==> src/rtl/pac_pkg.sv <==
package pac_pkg;
    localparam int LA_W   = 16;
    localparam int XA_W   = 8;
    localparam int BYTE_W = 8;
    localparam int SEL_W  = 2;
    localparam int EXT_W  = BYTE_W - SEL_W;
    localparam int RA_W   = 2;
    localparam int PG_W   = LA_W - BYTE_W - EXT_W;

    typedef enum logic {MODE_BKP = 1'b0, MODE_DBG = 1'b1} cmp_mode_e;
    typedef enum logic [RA_W-1:0] {
        RA_EXT = 2'd0, RA_HI = 2'd1, RA_LO = 2'd2, RA_NONE = 2'd3
    } reg_addr_e;

    typedef struct packed {
        logic [SEL_W-1:0]  pg_sel;
        logic [EXT_W-1:0]  ext;
        logic [BYTE_W-1:0] hi;
        logic [BYTE_W-1:0] lo;
    } cmp_cfg_t;

    typedef struct packed {
        logic ext_ok;
        logic hi_ok;
        logic lo_ok;
    } cmp_vote_t;

    // Only the low page-select bit is decoded; the upper bit aliases.
    function automatic logic paged_sel(input logic [SEL_W-1:0] sel);
        return sel[0];
    endfunction
endpackage

==> src/rtl/pac_regs.sv <==
module pac_regs
    import pac_pkg::*;
(
    input  logic              clk,
    input  logic              rst,
    input  logic [RA_W-1:0]   reg_addr,
    input  logic              reg_we,
    input  logic [BYTE_W-1:0] reg_wdata,
    output logic [BYTE_W-1:0] reg_rdata,
    output cmp_cfg_t          cfg
);
    localparam int NREG = 3;
    logic [BYTE_W-1:0] bank [NREG];

    for (genvar i = 0; i < NREG; i++) begin : g_reg
        always_ff @(posedge clk) begin
            if (rst)
                bank[i] <= '0;
            else if (reg_we && reg_addr == RA_W'(i))
                bank[i] <= reg_wdata;
        end
    end

    assign cfg.pg_sel = bank[RA_EXT][BYTE_W-1 -: SEL_W];
    assign cfg.ext    = bank[RA_EXT][EXT_W-1:0];
    assign cfg.hi     = bank[RA_HI];
    assign cfg.lo     = bank[RA_LO];

    always_comb begin
        case (reg_addr_e'(reg_addr))
            RA_EXT:  reg_rdata = bank[RA_EXT];
            RA_HI:   reg_rdata = bank[RA_HI];
            RA_LO:   reg_rdata = bank[RA_LO];
            default: reg_rdata = '0;
        endcase
    end
endmodule

==> src/rtl/pac_match.sv <==
module pac_match
    import pac_pkg::*;
(
    input  cmp_cfg_t        cfg,
    input  cmp_mode_e       mode,
    input  logic            flash_acc,
    input  logic [LA_W-1:0] log_addr,
    input  logic [XA_W-1:0] ext_addr,
    output cmp_vote_t       vote
);
    logic [BYTE_W-1:0] hi_tgt;
    logic [EXT_W-1:0]  ext_tgt;
    logic              ext_use;
    logic              hi_narrow;

    always_comb begin
        ext_use   = 1'b0;
        hi_narrow = 1'b0;
        ext_tgt   = ext_addr[EXT_W-1:0];
        hi_tgt    = log_addr[LA_W-1 -: BYTE_W];
        if (mode == MODE_BKP) begin
            if (flash_acc) begin
                ext_use   = 1'b1;
                hi_narrow = 1'b1;
            end
        end else if (paged_sel(cfg.pg_sel)) begin
            ext_use = 1'b1;
            ext_tgt = ext_addr[XA_W-1 -: EXT_W];
            hi_tgt  = {ext_addr[PG_W-1:0], log_addr[LA_W-PG_W-1:BYTE_W]};
        end
    end

    always_comb begin
        vote.ext_ok = !ext_use || (cfg.ext == ext_tgt);
        if (hi_narrow)
            vote.hi_ok = (cfg.hi[EXT_W-1:0] == hi_tgt[EXT_W-1:0]);
        else
            vote.hi_ok = (cfg.hi == hi_tgt);
        vote.lo_ok = (cfg.lo == log_addr[BYTE_W-1:0]);
    end
endmodule

==> src/rtl/pac_top.sv <==
module pac_top
    import pac_pkg::*;
(
    input  logic              clk,
    input  logic              rst,
    input  logic [RA_W-1:0]   reg_addr,
    input  logic              reg_we,
    input  logic [BYTE_W-1:0] reg_wdata,
    output logic [BYTE_W-1:0] reg_rdata,
    input  logic              enable,
    input  logic              mode_dbg,
    input  logic              flash_acc,
    input  logic              bus_valid,
    input  logic [LA_W-1:0]   log_addr,
    input  logic [XA_W-1:0]   ext_addr,
    output logic              hit
);
    cmp_cfg_t  cfg;
    cmp_vote_t vote;

    pac_regs u_regs (
        .clk(clk), .rst(rst), .reg_addr(reg_addr), .reg_we(reg_we),
        .reg_wdata(reg_wdata), .reg_rdata(reg_rdata), .cfg(cfg)
    );

    pac_match u_match (
        .cfg(cfg), .mode(cmp_mode_e'(mode_dbg)), .flash_acc(flash_acc),
        .log_addr(log_addr), .ext_addr(ext_addr), .vote(vote)
    );

    always_ff @(posedge clk) begin
        if (rst)
            hit <= 1'b0;
        else
            hit <= bus_valid && enable && (&vote);
    end
endmodule

==> config.mk <==
export PLATFORM = sky130hd
export DESIGN_NAME = pac_top
export DESIGN_NICKNAME = d
export VERILOG_FILES = /design/src/rtl/pac_pkg.sv /design/src/rtl/pac_regs.sv /design/src/rtl/pac_match.sv /design/src/rtl/pac_top.sv
export SDC_FILE = /design/constraint.sdc
export NUM_CORES = 1
export LEC_CHECK = 0
export BUFFER_PORTS_ARGS = -buffer_cell sky130_fd_sc_hd__clkbuf_2
export CAP_MARGIN = 0
export CELL_PAD_IN_SITES_DETAIL_PLACEMENT = 1
export CELL_PAD_IN_SITES_GLOBAL_PLACEMENT = 1
export CORE_MARGIN = 1.5
export CORE_UTILIZATION = 35
export CTS_CLUSTER_DIAMETER = 100
export DETAILED_ROUTE_END_ITERATION = 12
export PLACE_DENSITY_LB_ADDON = 0.1
export REMOVE_ABC_BUFFERS = 1
export SETUP_SLACK_MARGIN = 0.5
export SYNTH_ARGS = -nofsm -noshare
export SYNTH_HDL_FRONTEND = slang
export SYNTH_SLANG_ARGS = --single-unit
==> constraint.sdc <==
create_clock -name clk -period 1.4 [get_ports clk]
set_clock_uncertainty 0.05 [all_clocks]
set_input_delay 0.14 -clock clk [delete_from_list [all_inputs] [get_ports clk]]
set_output_delay 0.14 -clock clk [all_outputs]
set_load 0.005 [all_outputs]
Yosys cells after proc, flatten, opt, wreduce, memory -nomap -nowiden
Memories as Yosys holds them, arrays and structs flattened.
Cells that the tools add are included.

storage, ports and cells
  register bits after elaboration = 1
  bits in writable memories = 24
  output and inout port bits = 9
  memories kept = 1

operators by class
  eq/ne operators = 6
  multiplexer cells = 24
  bitwise operators = 3
  reduce and logical (&&, ||, !) cells = 9

memory list
  memory       words  bits a word  read ports  clocked after memory_dff  wr ports  line            text
  u_regs.bank  3      8            3           0                         3         pac_regs.sv:13  logic [BYTE_W-1:0] bank [NREG];

operators by type and width
  cell                                                  count
  two-way mux 8 bit                                     5
  case mux 8 bit (3 select lines)                       1
  equality test 8 bit                                   2
  two-way mux 1 bit                                     16
  equality test 6 bit                                   2
  two-way mux 6 bit                                     2
  logical AND 1 bit                                     5
  bitwise OR 1 bit                                      3
  AND reduction 3 bit                                   1
  equality test 2 x 1 -> 1 bit (second input constant)  1
  equality test 2 bit (second input constant)           1
  logical NOT 2 bit                                     1
  logical NOT 1 bit                                     1
  logical OR 1 bit                                      1

Depth between registers and ports, before layout
  depth after elaboration = 6
  mapped depth = 5

Cells and area by module
From an unflattened synthesis, not the netlist that was laid out.

unflattened totals
  cells, all modules = 150
  area total of the unflattened synthesis = 1609.0 um^2

modules (own cells, without submodules)
  module     times used  cells each  area each (um^2)  sequential area each (um^2)
  pac_regs   1           88          1131.1            720.7
  pac_match  1           58          441.7             0.0
  pac_top    1           4           36.3              20.0

Worst setup path before layout
No wires, ideal clock.

  path kind = reg2reg
  start = memory u_regs.bank[0][3]
  end = register hit
  setup time = 86 ps
  arrival time = 1270 ps
  required time = 1264 ps
  slack = -7 ps
  stages on the path, launching flop included = 6
  path buffers = 0
  path through = edfxtp_1 -> xor2_1 -> a221oi_2 -> nor4b_1 -> o21ai_1 -> a221oi_2

RTL lines
  element                 line            text
  start: declaration      pac_regs.sv:13
  end signal: assignment  pac_top.sv:35   hit <= bus_valid && enable && (&vote);
  end: declaration        pac_top.sv:16   output logic hit

==> out/results.tsv <==
stage	metric	value	unit
power	VDD IR-drop max	0.3999	mV
final_layout	nets	247	
logic_synthesis	xor and xnor area share after synthesis	13.73	%
sta	max_slew headroom	71.51	%
final_layout	# diodes	0	
global_routing	vias in the first global route	1480	
clock_network	Clock Path Buffers	2	
critical_path	CP Cell Sequence	xnor2_2 -> nand3_1 -> a222oi_1 -> o21ai_1 -> a221oi_2	
placed_design	DP HPWL	3754	um
sta	fmax	0.6131	GHz
critical_path	critical path depth	5	
clock_network	CTS H-tree depth	1	
critical_path	R2R cell count	5	
final_layout	most frequent cells in the layout	clkbuf_2 (45), edfxtp_1 (24), and2_1 (22), xor2_1 (15), buf_4 (14)	
logic_synthesis	area fraction of the dominant cell type after synthesis	47.06	%
floorplan	die width	69.15	um
sta	Worst Max-Slew Pin Slew	0.4235	ns
floorplan	num rows	23	
logic_synthesis	Synth Area in Simple Gates	20.83	%
placed_design	setup slack after placement	-0.1757	ns
clock_network	cts bufs inserted	3	
logic_synthesis	number of synthesized register bits	25	
clock_network	clk slew on worst S/H paths	0.10	ns
sta	RSZ-0062 raised after global routing	yes	
logic_synthesis	mux cell area share after synthesis	7.843	%
status	outcome	finished with violations	
drt	DR vias	1287	
global_routing	largest net degree at the start of global routing	16	
sta	crit path time final	1.631	ns
final_layout	layout cells sized above 1	43.41	%
global_routing	initial antenna violation count	0	
critical_path	Max stage delay cell, worst path	edfxtp_1	
placed_design	Final GP Congestion	0.7683	
status	failing checks	negative setup slack	
global_routing	global-route wire length before repair	7355	um
logic_synthesis	combinational family with the most area after synthesis	simple AND/OR/NAND/NOR gates	
logic_synthesis	sequential area share after synthesis	48.37	%
power	Leakage	0.9382	nW
drt	via-per-instance ratio	5.047	
worst_hold_path	worst hold path class	input port to flop	
logic_synthesis	Synth area leader	edfxtp_1	
logic_synthesis	warnings from Yosys	0	
flow_run	max_cap viols	0	
critical_path	CP max stage delay	0.52	ns
critical_path	Crit Path Category	flop to flop	
drt	DR iter-0 viols	37	
worst_hold_path	Hold Path Stages	2	
critical_path	CP max FO	3	
logic_synthesis	adder-cell share of the synthesized area	0	%
sta	Final period util	116.5	%
floorplan	initial core utilization	37.21	%
critical_path	arrival time worst endpoint	1.77	ns
final_layout	area grow syn2layout	38.32	%
logic_synthesis	Unique masters post-synth	27	
logic_synthesis	Syn Area/Cell	11.43	um^2
critical_path	WP buf/inv	0	
final_layout	commonest non-fill, non-tap cell in the layout	clkbuf_2	
floorplan	die height	69.15	um
critical_path	Worst path top cell family by delay	compound AO/OA/AOI/OAI gates	
global_routing	Global Route Usage Sum	19.86	%
sta	Hold Vio Cnt, Final	0	
clock_network	clock root buffer master	clkbuf_8	
sta	worst setup margin	-0.2309	ns
logic_synthesis	synth top area cells	edfxtp_1 (47%), and2_1 (9.8%), xor2_1 (8.6%)	
floorplan	core area	4115	um^2
logic_synthesis	Synth Area in Compound Gates	7.680	%
sta	fin. max-slew vios	0	
clock_network	clk sinks	25	
placed_design	Port Buffers	49	
floorplan	I/O pin cnt	50	
logic_synthesis	Synth Instances	134	
critical_path	CP startpoint kind	flop	
drt	antenna viol nets, final	0	
logic_synthesis	Mapped Area	1531	um^2
power	Pwr Density	838.7	nW/um^2
critical_path	CP Capture Type	flop	
drt	Total Wirelength	4522	um
drt	DR WL/cell	17.73	um
sta	Fin Hold WS	0.1146	ns
floorplan	die area	4782	um^2
drt	drt pass-1 iters	4	
clock_network	clk_lat worst skew	0.28	ns
sta	count of final setup violators	3	
clock_network	CTS tree	yes	
drt	Remaining DRCs	0	
global_routing	grt total ovfl	0	
critical_path	Data required, critical path	1.54	ns
## sequential cells by signal (all words and copies together) (netlist names)
name         flops
u_regs.bank     24
hit              1
## path summary, 6_finish.rpt
kind | startpoint | endpoint | slack, ns
setup / recovery | u_regs.bank[0][2] | hit | -0.23
hold reg to reg | u_regs.bank[1][6] | hit | 0.61
hold / removal | reg_wdata[7] | u_regs.bank[2][7] | 0.11
setup reg to reg | u_regs.bank[0][2] | hit | -0.23
## report_power, final
group          switching, W  total, W  leakage [nW]  internal (W)
logic              0.000195  0.000406         0.672      0.000211
registers         0.0000435  0.000919         0.244      0.000876
clock network      0.000249  0.000452        0.0217      0.000202
## cell usage after synthesis, drive strengths merged
cell / instances
a221oi: 3
a222oi: 1
a31o: 1
and2: 24
and4: 1
buf: 1
clkbuf: 1
dfxtp: 1
edfxtp: 24
inv: 4
mux2i: 12
nand2: 13
nand2b: 1
nand3: 3
nand4: 1
nor2: 1
nor4: 3
nor4b: 4
o21ai: 9
o21bai: 2
xnor2: 9
xor2: 15
## per-stage QoR
step / cell area (um^2) / TNS, ns / power, W / util, % / cells
2_1_floorplan: 1523 / -0.006502 / 0.001089 / - / 132
3_3_place_gp: 1966 / -0.1435 / 0.001286 / 47.77 / 249
3_5_place_dp: 1966 / -0.1757 / 0.001305 / 47.77 / 249
4_1_cts: 2083 / -0.2989 / 0.001780 / 50.62 / 255
5_1_grt: 2118 / -0.5654 / 0.001854 / 51.47 / 255
6_report: 2118 / -0.3111 / 0.001777 / 51.47 / 255
## cells by family (layout without fill, tap and decap cells)
logic type	count (synthesis)	after routing
AO/OA/AOI/OAI	16	16
XOR/XNOR	24	24
buffers and inverters	6	77
flip-flops	25	25
multiplexers	12	12
AND/OR/NAND/NOR	51	51
## repair_timing
action	CTS	global route
hold buffers	0	0
cloned	0	0
setup buffers	2	0
pin swaps	3	3
setup endpoints to repair	51	33
gates resized for setup	22	10
## cell type report
cell class	count	area, um^2
fillers	460	1997
multi-input cells	103	812.0
flip-flops and latches	25	740.7
repair buffers	69	436.7
well taps	50	62.56
clock buffers	3	41.29
inverters	4	17.52
clock inverters	1	7.507
## metal layers
| metal | vias up | track usage [%] | part of all wire, % |
|---|---|---|---|
| li1 | 627 | - | - |
| met1 | 616 | 24.39 | 41 |
| met5 | - | 0 | 0 |
| met3 | 11 | 2.193 | 3.0 |
| met4 | 0 | 7.843 | 2.7 |
| met2 | 33 | 35.36 | 53 |
(Power assumes the default switching activity.)
